--- src/rtl/sup_pkg.sv ---
// Shared types for the supply supervisor.
package sup_pkg;
    // Sequencer states: power-on hold-off, normal run, watchdog reset timeout
    typedef enum logic [1:0] {
        SUP_POR_HOLD = 2'd0,
        SUP_RUN      = 2'd1,
        SUP_WDT_HOLD = 2'd2
    } sup_state_e;
endpackage

--- src/rtl/sup_prescaler.sv ---
// Divides the system clock into ticks of CLKS_PER_TICK clocks.
// Assumes: clear_i restarts the phase, so a period starts exactly when its
// clear is released. tick_o is combinational and is meant for the owning counter.
module sup_prescaler #(
    parameter int CLKS_PER_TICK = 1000
) (
    input  logic clk,
    input  logic rst_n,
    input  logic clear_i,
    output logic tick_o
);
    localparam int SUB_W = (CLKS_PER_TICK > 1) ? $clog2(CLKS_PER_TICK) : 1;
    localparam logic [SUB_W-1:0] SUB_LAST = SUB_W'(CLKS_PER_TICK - 1);

    logic [SUB_W-1:0] sub_q;

    assign tick_o = !clear_i && (sub_q == SUB_LAST);

    // Clock-within-tick counter; wraps at the last clock of a tick
    always_ff @(posedge clk) begin
        if (!rst_n || clear_i) sub_q <= '0;
        else if (sub_q == SUB_LAST) sub_q <= '0;
        else sub_q <= sub_q + 1'b1;
    end
endmodule

--- src/rtl/sup_period_cnt.sv ---
// Counts PERIOD_TICKS ticks after clear_i is released and then flags expiry
// until cleared again.
// Assumes: expired_o is high after exactly CLKS_PER_TICK*PERIOD_TICKS
// uncleared edges.
module sup_period_cnt #(
    parameter int CLKS_PER_TICK = 1000,
    parameter int PERIOD_TICKS  = 150
) (
    input  logic clk,
    input  logic rst_n,
    input  logic clear_i,
    output logic expired_o
);
    localparam int TW = $clog2(PERIOD_TICKS + 1);
    localparam logic [TW-1:0] LAST = TW'(PERIOD_TICKS);

    logic          tick;
    logic [TW-1:0] ticks_q;

    sup_prescaler #(.CLKS_PER_TICK(CLKS_PER_TICK)) u_pre (
        .clk     (clk),
        .rst_n   (rst_n),
        .clear_i (clear_i),
        .tick_o  (tick)
    );

    assign expired_o = (ticks_q == LAST);

    // Tick counter, saturating at the period length
    always_ff @(posedge clk) begin
        if (!rst_n || clear_i) ticks_q <= '0;
        else if (tick && !expired_o) ticks_q <= ticks_q + 1'b1;
    end
endmodule

--- src/rtl/sup_supervisor.sv ---
// Supply supervisor and watchdog sequencer (top).
// Sequences system reset from the primary-low flag (hold-off), from bus start
// activity (watchdog) and from watchdog expiry (reset timeout). It passes the
// secondary-low flag straight to a registered fail output and produces the
// bus abort and store-hold requests.
// Assumes: all inputs are already synchronous to clk; start_det_i is one
// cycle wide.
module sup_supervisor
    import sup_pkg::*;
#(
    parameter int CLKS_PER_TICK = 1000,
    parameter int POR_TICKS     = 150,
    parameter int WDT_TICKS     = 150,
    parameter int RST_TICKS     = 150
) (
    input  logic clk,
    input  logic rst_n,
    input  logic vcc_low_i,
    input  logic v2_low_i,
    input  logic start_det_i,
    input  logic wdog_en_i,
    input  logic nv_store_busy_i,
    output logic rst_out_n_o,
    output logic v2_fail_n_o,
    output logic bus_abort_o,
    output logic store_hold_o
);
    sup_state_e state_q, state_d;
    logic por_clr, wdt_clr, rto_clr;
    logic por_exp, wdt_exp, rto_exp;

    // Counter clears: each counter runs only in its own state
    always_comb begin
        por_clr = (state_q != SUP_POR_HOLD) || vcc_low_i;
        wdt_clr = (state_q != SUP_RUN) || !wdog_en_i || start_det_i;
        rto_clr = (state_q != SUP_WDT_HOLD);
    end

    sup_period_cnt #(.CLKS_PER_TICK(CLKS_PER_TICK), .PERIOD_TICKS(POR_TICKS)) u_por (
        .clk(clk), .rst_n(rst_n), .clear_i(por_clr), .expired_o(por_exp)
    );
    sup_period_cnt #(.CLKS_PER_TICK(CLKS_PER_TICK), .PERIOD_TICKS(WDT_TICKS)) u_wdt (
        .clk(clk), .rst_n(rst_n), .clear_i(wdt_clr), .expired_o(wdt_exp)
    );
    sup_period_cnt #(.CLKS_PER_TICK(CLKS_PER_TICK), .PERIOD_TICKS(RST_TICKS)) u_rto (
        .clk(clk), .rst_n(rst_n), .clear_i(rto_clr), .expired_o(rto_exp)
    );

    // Next state: supply low overrides everything; a start beats a same-cycle expiry
    always_comb begin
        state_d = state_q;
        if (vcc_low_i) begin
            state_d = SUP_POR_HOLD;
        end else begin
            case (state_q)
                SUP_POR_HOLD: if (por_exp) state_d = SUP_RUN;
                SUP_RUN:      if (wdog_en_i && wdt_exp && !start_det_i) state_d = SUP_WDT_HOLD;
                SUP_WDT_HOLD: if (rto_exp) state_d = SUP_RUN;
                default:      state_d = SUP_POR_HOLD;
            endcase
        end
    end

    // State register, output flops and request flops
    always_ff @(posedge clk) begin
        if (!rst_n) begin
            state_q      <= SUP_POR_HOLD;
            rst_out_n_o  <= 1'b0;
            v2_fail_n_o  <= 1'b1;
            bus_abort_o  <= 1'b0;
            store_hold_o <= 1'b0;
        end else begin
            state_q      <= state_d;
            rst_out_n_o  <= (state_d == SUP_RUN);
            v2_fail_n_o  <= !v2_low_i;
            bus_abort_o  <= vcc_low_i && !nv_store_busy_i;
            store_hold_o <= vcc_low_i && nv_store_busy_i;
        end
    end
endmodule

--- config.mk ---
export PLATFORM = sky130hd
export DESIGN_NAME = sup_supervisor
export DESIGN_NICKNAME = d
export VERILOG_FILES = /design/src/rtl/sup_pkg.sv /design/src/rtl/sup_prescaler.sv /design/src/rtl/sup_period_cnt.sv /design/src/rtl/sup_supervisor.sv
export SDC_FILE = /design/constraint.sdc
export NUM_CORES = 1
export LEC_CHECK = 0
export BUFFER_PORTS_ARGS = -buffer_cell sky130_fd_sc_hd__buf_2
export CAP_MARGIN = 20
export CORE_MARGIN = 5
export CORE_UTILIZATION = 63
export CTS_BUF_LIST = sky130_fd_sc_hd__clkbuf_8
export CTS_CLUSTER_DIAMETER = 120
export DETAILED_ROUTE_END_ITERATION = 8
export PLACE_DENSITY = 0.8
export SLEW_MARGIN = 5
export SYNTH_ARGS = -nofsm -noshare
export SYNTH_HDL_FRONTEND = slang
export SYNTH_SLANG_ARGS = --single-unit
export TNS_END_PERCENT = 10
--- constraint.sdc ---
create_clock -name clk -period 2.73 [get_ports clk]
set_input_delay 0.546 -clock clk [delete_from_list [all_inputs] [get_ports clk]]
set_output_delay 0.546 -clock clk [all_outputs]
set_load 0.05 [all_outputs]
== Yosys cells after proc, flatten, opt, wreduce, memory -nomap -nowiden ==
Cells that the tools add are included.
Word-level totals
  memories: 0
  memory bits (writable): 0
  bits of input ports: 7
  bits in latches: 0
  memory bits (read-only): 0
  flip-flop bits (word level): 60
Operators by class
  magnitude comparators: 0
  reduce and logical (&&, ||, !) cells: 32
  bitwise gates (word level): 0
  shifts and indexed selects: 0
  eq/ne operators: 11
  $mul: 0
  div/mod/pow operators: 0
  add/sub/neg operators: 6
  mux-type cells: 5
Operator list (count)
  10-bit by 1-bit adder with 10-bit output, second input constant: 3
  10-bit == test, second input constant: 3
  8-bit by 1-bit adder with 8-bit output, second input constant: 3
  8-bit == test, second input constant: 3
  1-bit zero test: 11
  1-bit logical AND: 10
  2-bit 2-to-1 mux: 4
  1-bit logical OR: 6
  2-bit one-hot mux with 3 select lines: 1
  2-bit OR reduction: 3
  2-bit by 1-bit == test with 1-bit output, second input constant: 2
  2-bit == test, second input constant: 1
  2-bit zero test: 1
  2-bit by 1-bit inequality test with 1-bit output, second input constant: 1
  2-bit inequality test, second input constant: 1
  2-bit nonzero test: 1

== Longest topological paths before layout ==
Gate-level depths: netlist of the first run.
  depth in word-level cells: 7
  mapped depth: 7

== Modules after synthesis ==
Synthesis of the first run repeated with hierarchy kept, for this count alone.
Second synthesis, totals
  cells, all modules: 321
  area, all modules: 2825.2 um^2
Modules (own cells, without submodules)
  sup_prescaler: area an instance 447.9 um^2, instances 3, cells each 52
  sup_period_cnt: area an instance 414.1 um^2, instances 3, cells each 48
  sup_supervisor: area an instance 239.0 um^2, instances 1, cells each 21

== Least setup slack after synthesis of the first run ==
OpenSTA, ideal clock, no wires.
  path type: input to register
  from: input vcc_low_i
  to: register u_por.ticks_q[7]
  data arrival time: 1977 ps
  slack: 683 ps
  stages: 4
  data required time: 2660 ps
  buffers on the path: 0
  path through: or3_4 -> or4_4 -> or4_1 -> a21oi_1
On the way
  cells in the longest elaborated chain, start to end: 4
  elaborated cells between the ends (all ways): 5
  those cells by class: 5 x reduce/logical
Ends and longest elaborated chain
  start: declaration: RTL line sup_supervisor.sv:18  | input logic vcc_low_i,
  1-bit logical OR (*): RTL line sup_supervisor.sv:34  | por_clr = (state_q != SUP_POR_HOLD) || vcc_low_i;
  1-bit zero test: RTL line sup_prescaler.sv:17  | assign tick_o = !clear_i && (sub_q == SUB_LAST);
  1-bit logical AND: RTL line sup_prescaler.sv:17
  1-bit logical AND: RTL line sup_period_cnt.sv:32  | else if (tick && !expired_o) ticks_q <= ticks_q + 1'b1;
  end signal: assignment: RTL line sup_period_cnt.sv:32
  end: declaration: RTL line sup_period_cnt.sv:18  | logic [TW-1:0] ticks_q;
Mark *: on every way between the ends. The rest lies on a longest branch, timed or not.
A chain may end at the register's enable or synchronous reset.

== Worst setup path after layout of the first run ==
  from: register u_por.u_pre.sub_q[0]
  to: register u_por.ticks_q[7]
On the way
  cells in the longest elaborated chain, start to end: 3
Ends and longest elaborated chain
  start: declaration: RTL line sup_prescaler.sv:15  | logic [SUB_W-1:0] sub_q;
  start signal: assignment: RTL line sup_prescaler.sv:23  | else sub_q <= sub_q + 1'b1;
  10-bit == test: RTL line sup_prescaler.sv:17
  1-bit logical AND: RTL line sup_prescaler.sv:17
  1-bit logical AND: RTL line sup_period_cnt.sv:32
Every way passes these cells.

==> results.rst, run 1 <==
.. list-table::
   :header-rows: 1

   * - Metric
     - Value
   * - Worst rel slew slack
     - 0.500
   * - Global-route usage over all layers
     - 0.192
   * - Count of inserted antenna diode cells
     - 0
   * - Clock tree from TritonCTS
     - yes
   * - Routed length per placed instance
     - about 13 microns
   * - Number of unique standard cell types used by synthesis
     - 43
   * - Share of synthesized registers carrying an async set or reset
     - 0
   * - Cell at the root of the clock tree
     - sky130_fd_sc_hd__clkbuf_8
   * - Count of endpoints failing setup in the final report
     - 0
   * - Synth Net Count
     - roughly 340
   * - CTS HTree Levels
     - 3
   * - Later-pin clock latency in the skew report
     - around 0.34 ns
   * - Weighted congestion reported at the end of routability-driven placement
     - about 0.81
   * - Final-layout fill cell count
     - 335
   * - Slowest CP cell
     - sky130_fd_sc_hd__or4_4
   * - Category of the worst setup path capture point
     - register
   * - FMAX
     - roughly 460 MHz
   * - Most frequent standard cell in the layout excluding fill and tap cells
     - sky130_fd_sc_hd__dfxtp_1
   * - Cell taking the most area after synthesis
     - sky130_fd_sc_hd__dfxtp_1
   * - Setup Crit Path Kind
     - register to register
   * - Worst Tran Pin Value
     - 0.745 ns
   * - Mean Syn Cell Area
     - ~8.7 sq um
   * - Placed Area
     - between 2000 and 3000 sq um
   * - Combinational family with the most area after synthesis
     - simple AND/OR/NAND/NOR gates
   * - Number of detailed-route iterations in the first pass
     - 4
   * - Reported leakage power
     - ~1 nW
   * - Finished Cell Area
     - 3100 sq um
   * - Aggregate global routing overflow
     - 0
   * - Setup TNS after final layout
     - 0 ns
   * - Post-cts hold buffer count
     - 0
   * - Clock-pin slew of the registers on the worst-case setup and hold paths
     - around 0.07 ns
   * - Share of synthesized cell area in full adder, half adder and majority cells
     - 0.0403
   * - Unrepaired setup endpoints after global routing
     - false
   * - Pin count of the biggest net entering global routing
     - 14
   * - Areal power density over the cells
     - 581 nW/um^2
   * - Synthesized flop and latch total
     - 60
   * - Slowest cell delay on critical path
     - between 0.6 and 0.7 ns
   * - Run status
     - completed
   * - Remaining DRCs
     - 0
   * - Simple-gate share of the synthesized area
     - 0.302
   * - Share of the synthesized netlist area taken by xor and xnor gates
     - 0.0783
   * - Commonest cells after routing, fill and taps aside
     - sky130_fd_sc_hd__dfxtp_1, sky130_fd_sc_hd__nor2_1, sky130_fd_sc_hd__nand2_1, sky130_fd_sc_hd__a21oi_1, sky130_fd_sc_hd__nand3_1
   * - Area enclosed by the die boundary
     - a little under 6000 sq um
   * - Time the final worst path needs with I/O delays and setup
     - approximately 2.2 ns
   * - Final number of hold-violating endpoints
     - 0
   * - Number of buffers inserted by post-CTS setup repair
     - 0
   * - TritonCTS sink count
     - 60
   * - Register area
     - ~1200 sq um
   * - Resized Gates After CTS
     - 0
   * - Proportion of synthesized chip area in sequential cells
     - 0.430
   * - Max-cap viol count
     - 0
   * - Critical Path Source Type
     - register
   * - Worst clock skew on the final layout
     - about 0.010 ns
   * - Initial standard-cell utilization of the core
     - 0.646
   * - Cells traversed along the worst timing path
     - ha_1 > nand4_1 > or4_4 > or4_1 > a21oi_1
   * - Leading cell types by total area after synthesis
     - sky130_fd_sc_hd__dfxtp_1, sky130_fd_sc_hd__nor2_1, sky130_fd_sc_hd__xnor2_1
   * - Number of buffers added by the clock tree synthesis step
     - 9
   * - Max IR drop VDD
     - between 0.0003 and 0.0004 V
   * - Antenna-violating nets left
     - 0
   * - Post-route clock period utilization
     - 0.804
   * - Mux contribution to synthesized area
     - 0.00358
   * - Number of global-route vias before repair
     - 2090
   * - Worst EP arrival
     - 2.47 ns
   * - Synthesized-area fraction occupied by ao, oa, aoi and oai cells
     - 0.107
   * - Via density per instance
     - between 5 and 6
   * - Count of flip-flops with a built-in enable after synthesis
     - 0
   * - Ys flop type
     - sky130_fd_sc_hd__dfxtp_1
   * - Nets
     - around 350
   * - Number of placement rows
     - 24
   * - Share of final-layout standard cells stronger than drive strength 1
     - 0.114
   * - Path category of the worst min-delay check
     - input port to register
   * - Number of warnings printed during yosys synthesis
     - 0
   * - Global-route wire length before repair
     - a little over 9000 microns
   * - Final max-slew violation count
     - 0
   * - Height of the die
     - between 70 and 80 microns
   * - Die W
     - around 77 microns
   * - Input/output buffers
     - 10
   * - Placeable core region
     - roughly 4300 sq um
   * - Routed via count
     - about 2300
   * - Post-detailed-placement half-perimeter wirelength
     - between 3000 and 4000 microns
   * - Total Wirelength
     - 5200 microns
   * - Multi-input combinational cell area
     - between 1000 and 1500 sq um
   * - Proportion of netlist area held by the largest area contributor
     - 0.430
   * - 1st-iter DRT viols
     - 143
   * - CP Data Required Time
     - around 3 ns
   * - Top fanout value on the critical path
     - 13
   * - Ports placed on the boundary
     - 11
   * - Netlist Area Pre-Place
     - about 2800 sq um
   * - Antenna violations before repair
     - 0
   * - Mapped Cells
     - between 300 and 400
   * - Max Root-Sink Buffers
     - 2
   * - P&R area growth vs syn
     - 10.8%
logic make-up (layout without fill, tap and decap cells):
| family | after synthesis | after routing |
|---|---|---|
| AOI/OAI and AO/OA | 47 | 47 |
| DFF | 60 | 60 |
| muxes | 1 | 1 |
| adders and majority gates | 9 | 9 |
| xor gates and xnor gates | 25 | 25 |
| buffers and inverters | 26 | 44 |
| and+or+nand+nor | 155 | 155 |
power breakdown:
part,switching (mW),internal (mW)
Sequential,0.00200,0.878
Combinational,0.0204,0.0101
Clock,0.351,0.538
flip-flops by register name, summed over array words and instances, names as in the netlist:
name and cells:
u_por.u_pre.sub_q 10, u_rto.u_pre.sub_q 10, u_wdt.u_pre.sub_q 10, u_por.ticks_q 8
u_rto.ticks_q 8, u_wdt.ticks_q 8, state_q 2, bus_abort_o 1
rst_out_n_o 1, store_hold_o 1, v2_fail_n_o 1
layer usage:
metal,vias to the layer above,global-route usage,part of all wire
met5,-,0,0
met4,0,0.0874,0.0083
met3,5,0.0532,0.041
met2,37,0.299,0.48
met1,1061,0.246,0.47
li1,1179,-,-
per-stage QoR:
stage               setup WS [ns]  power [mW]  cells  hold WS [ns]  utilization
floorplan                   0.683       0.919    323         0.426            -
global placement            0.466       0.929    376         0.440        0.663
detailed placement          0.418       0.930    376         0.447        0.663
CTS                         0.519        1.82    392         0.359        0.715
global route                0.336        1.88    393         0.364        0.716
finish                      0.534        1.80    393         0.374        0.716
worst max-delay path, delay by kind of cell (launching register included):
kind	cells	cell delay (ns)
flip-flops	1	0.39
AO/OA/AOI/OAI	1	0.15
AND/OR/NAND/NOR	3	1.36
adder cells (fa/ha/maj)	1	0.25
synth_stat cells (all sizes together), types with 2 or more instances:
master	instances
dfxtp	60
nor2	44
nand2	20
a21oi	19
nand3	19
inv	16
xnor2	16
nand4	12
or3	11
o21ai	10
ha	9
xor2	9
clkbuf	8
and3	7
nor3	7
and2	5
and4	5
nand4b	4
o41ai	4
or4	4
a31o	3
nand2b	3
nand3b	3
nor4	3
nor4bb	3
o31ai	3
a211oi	2
buf	2
cell type report:
type | instances | share of cell area
Clock buffer | 10 | 0.0444
Clock inverter | 6 | 0.0279
Inverter | 16 | 0.0194
Multi-Input combinational cell | 237 | 0.479
Sequential cell | 60 | 0.388
Tap cell | 52 | 0.0210
Timing Repair Buffer | 12 | 0.0202
final timing paths:
check	from	endpoint	slack, ns	cells after the start
worst max-delay path	u_por.u_pre.sub_q[0]$_SDFF_PP0_	u_por.ticks_q[7]$_SDFFE_PP0P_	0.53	5
worst min-delay path	nv_store_busy_i	bus_abort_o$_SDFF_PN0_	0.37	2
worst max register to register	u_por.u_pre.sub_q[0]$_SDFF_PP0_	u_por.ticks_q[7]$_SDFFE_PP0P_	0.53	5
worst min register to register	u_rto.u_pre.sub_q[0]$_SDFF_PP0_	u_rto.u_pre.sub_q[0]$_SDFF_PP0_	0.47	1
(Power assumes the default switching activity.)
==> inputs of run 2 (changes only) <==
Clock period 2.73 ns to 2.05 ns, I/O delays scaled along.
==> run 2 against run 1 <==
Wire length grew 8.0%; clock skew shrank 0.0011 ns; sequential power grew 33%; non-clock buffer count grew 12; critical path depth is the same; setup slack lost 0.45 ns; critical path type unchanged.
==> results.rst, run 2 (same netlist as run 1, synthesis figures left out) <==
.. list-table::
   :header-rows: 1

   * - Metric
     - Value
   * - Reg2Reg Capture Point
     - u_por.ticks_q[7]$_SDFFE_PP0P_
   * - Post-detailed-placement half-perimeter wirelength
     - 3860 microns (+7.7%)
   * - Global-route wire length before repair
     - 9640 microns (+4.2%)
   * - Number of placement rows
     - 24 (unchanged)
   * - FMAX
     - 508 MHz (+12%)
   * - Pin count of the biggest net entering global routing
     - 11 (-3)
   * - Count of inserted antenna diode cells
     - 0 (unchanged)
   * - Via density per instance
     - 5.83 (+0.48%)
   * - Commonest cells after routing, fill and taps aside
     - sky130_fd_sc_hd__dfxtp_1, sky130_fd_sc_hd__nor2_1, sky130_fd_sc_hd__nand2_1, sky130_fd_sc_hd__nand3_1
   * - Launch point of the worst hold path
     - nv_store_busy_i
   * - Worst Tran Pin Value
     - 0.723 ns (-0.0215 ns)
   * - Minimum setup slack among reg-to-reg paths
     - 0.08 ns (-0.45 ns)
   * - Antenna violations before repair
     - 0 (unchanged)
   * - Count of endpoints failing setup in the final report
     - 0 (unchanged)
   * - Worst clock skew on the final layout
     - 0.00942 ns (-0.00107 ns)
   * - Time the final worst path needs with I/O delays and setup
     - 1.97 ns (-0.227 ns)
   * - TritonCTS sink count
     - 60 (unchanged)
   * - Registers with the most flip-flops
     - u_por.u_pre.sub_q x10, u_rto.u_pre.sub_q x10, u_wdt.u_pre.sub_q x10
   * - Height of the die
     - 76.6 microns (unchanged)
   * - Hold-critical path depth
     - 2 (unchanged)
   * - Ports placed on the boundary
     - 11 (unchanged)
   * - Placed Area
     - 2970 sq um (+3.4%)
   * - Aggregate global routing overflow
     - 0 (unchanged)
   * - Post-cts hold buffer count
     - 0 (unchanged)
   * - Number of buffers inserted by post-CTS setup repair
     - 0 (unchanged)
   * - Resized Gates After CTS
     - 1 (+1)
   * - Final number of hold-violating endpoints
     - 0 (unchanged)
   * - Routed length per placed instance
     - 13.9 microns (+4.8%)
   * - Critical Path Source Type
     - register
   * - Die W
     - 76.6 microns (unchanged)
   * - Later-pin clock latency in the skew report
     - 0.34 ns (about the same)
   * - Clock-pin slew of the registers on the worst-case setup and hold paths
     - 0.06 ns (about the same)
   * - Total Wirelength
     - 5620 microns (+8.0%)
   * - Source of the critical timing path
     - u_por.u_pre.sub_q[0]$_SDFF_PP0_
   * - Number of cells traversed by the worst register-to-register path
     - 5 (unchanged)
   * - Source of the worst register-to-register timing path
     - u_por.u_pre.sub_q[0]$_SDFF_PP0_
   * - Slack of the critical path
     - 0.0819 ns (-0.453 ns)
   * - Finished Cell Area
     - 3240 sq um (+4.5%)
   * - Nets
     - 364 (+3.4%)
   * - Setup Crit Path Kind
     - register to register
   * - End point of the worst hold path
     - bus_abort_o$_SDFF_PN0_
   * - Area enclosed by the die boundary
     - 5870 sq um (unchanged)
   * - Number of global-route vias before repair
     - 2236 (+7.0%)
   * - Unrepaired setup endpoints after global routing
     - false
   * - P&R area growth vs syn
     - 15.8%
   * - Remaining DRCs
     - 0 (unchanged)
   * - Worst rel slew slack
     - 0.515 (+0.0152)
   * - 1st-iter DRT viols
     - 220 (+54%)
   * - Weighted congestion reported at the end of routability-driven placement
     - 0.805 (-1.0%)
   * - Final-layout fill cell count
     - 337 (+0.60%)
   * - Routed via count
     - 2363 (+3.5%)
   * - Multi-input combinational cell area
     - 1500 sq um (+1.3%)
   * - Top fanout value on the critical path
     - 4 (-9)
   * - Number of detailed-route iterations in the first pass
     - 5 (+1)
   * - Setup TNS after final layout
     - 0 ns (unchanged)
   * - Cell at the root of the clock tree
     - sky130_fd_sc_hd__clkbuf_8
   * - Max-cap viol count
     - 0 (unchanged)
   * - Antenna-violating nets left
     - 0 (unchanged)
   * - Path category of the worst min-delay check
     - input port to register
   * - Most frequent standard cell in the layout excluding fill and tap cells
     - sky130_fd_sc_hd__dfxtp_1
   * - Worst EP arrival
     - 2.24 ns (-0.23 ns)
   * - CP Data Required Time
     - 2.32 ns (-0.68 ns)
   * - Global-route usage over all layers
     - 0.199 (+0.00704)
   * - Post-route clock period utilization
     - 0.960 (+0.156)
   * - Final max-slew violation count
     - 0 (unchanged)
   * - Initial standard-cell utilization of the core
     - 0.646 (unchanged)
   * - Register area
     - 1200 sq um (+0.10%)
   * - Run status
     - completed
   * - Category of the worst setup path capture point
     - register
   * - Clock tree from TritonCTS
     - yes
   * - Max Root-Sink Buffers
     - 2 (unchanged)
   * - Number of buffers added by the clock tree synthesis step
     - 9 (unchanged)
   * - Max IR drop VDD
     - 0.000626 V (+60%)
   * - Share of final-layout standard cells stronger than drive strength 1
     - 0.159 (+0.0443)
   * - Areal power density over the cells
     - 786 nW/um^2 (+35%)
   * - Reported leakage power
     - 1.06 nW (+7.7%)
   * - Pre-CTS worst setup slack
     - -0.0982 ns (-0.516 ns)
   * - Input/output buffers
     - 10 (unchanged)
   * - CTS HTree Levels
     - 3 (unchanged)
   * - Placeable core region
     - 4320 sq um (unchanged)
run 2: changes by cell type in the layout (fill, tap and decap cells not counted), sizes merged:
cell      before  now
buf           12   24
bufinv         2    3
clkbuf        10   11
clkinv         2    1
clkinvlp       1    0
run 2: layout make-up:
type | instances | area share
clock buffer | 11 | 0.0468
inverter | 16 | 0.0186
sequential | 60 | 0.371
multi-input combinational | 237 | 0.465
clock inverter | 5 | 0.0305
timing repair buffer | 24 | 0.0479
tap | 52 | 0.0201
run 2: metal layers:
metal	vias up	wire length, microns	GRT usage	share of wire
li1	1208	-	-	-
met4	0	127	0.0839	0.023
met5	-	0	0	0
met3	15	238	0.0638	0.042
met2	48	2650	0.316	0.47
met1	1092	2600	0.248	0.46
run 2: how the worst max path moves through the flow:
stage                                            endpoint  slack, ns  depth (start not counted)
after floorplan             u_por.ticks_q[7]$_SDFFE_PP0P_       0.07                          5
after global placement      u_por.ticks_q[7]$_SDFFE_PP0P_     -0.004                          5
after detailed placement  u_por.u_pre.sub_q[3]$_SDFF_PP0_       -0.1                          5
after CTS                   u_por.ticks_q[7]$_SDFFE_PP0P_       0.05                          5
after global routing        u_rto.ticks_q[7]$_SDFFE_PP0P_       0.02                          4
final                       u_por.ticks_q[7]$_SDFFE_PP0P_       0.08                          5
run 2: through the flow:
step	util	hold slack [ns]	cells	total power, mW
finish	0.749	0.238	405	2.54
floorplan	-	0.426	323	1.22
global route	0.749	0.256	405	2.62
detailed placement	0.686	0.449	389	1.24
CTS	0.745	0.231	405	2.55
global placement	0.686	0.441	389	1.24
run 2: critical path, stage by stage, from the launching register on:
cell,delay [ns]
sky130_fd_sc_hd__dfxtp_1,0.35
sky130_fd_sc_hd__ha_2,0.19
sky130_fd_sc_hd__nand4_1,0.14
sky130_fd_sc_hd__or4_4,0.56
sky130_fd_sc_hd__or4_4,0.53
sky130_fd_sc_hd__a21oi_2,0.14
run 2: report_power, final:
| part | switching (mW) | internal [mW] | total, mW |
|---|---|---|---|
| combinational | 0.0299 | 0.0160 | 0.0459 |
| clock | 0.459 | 0.868 | 1.33 |
| sequential | 0.00221 | 1.17 | 1.17 |
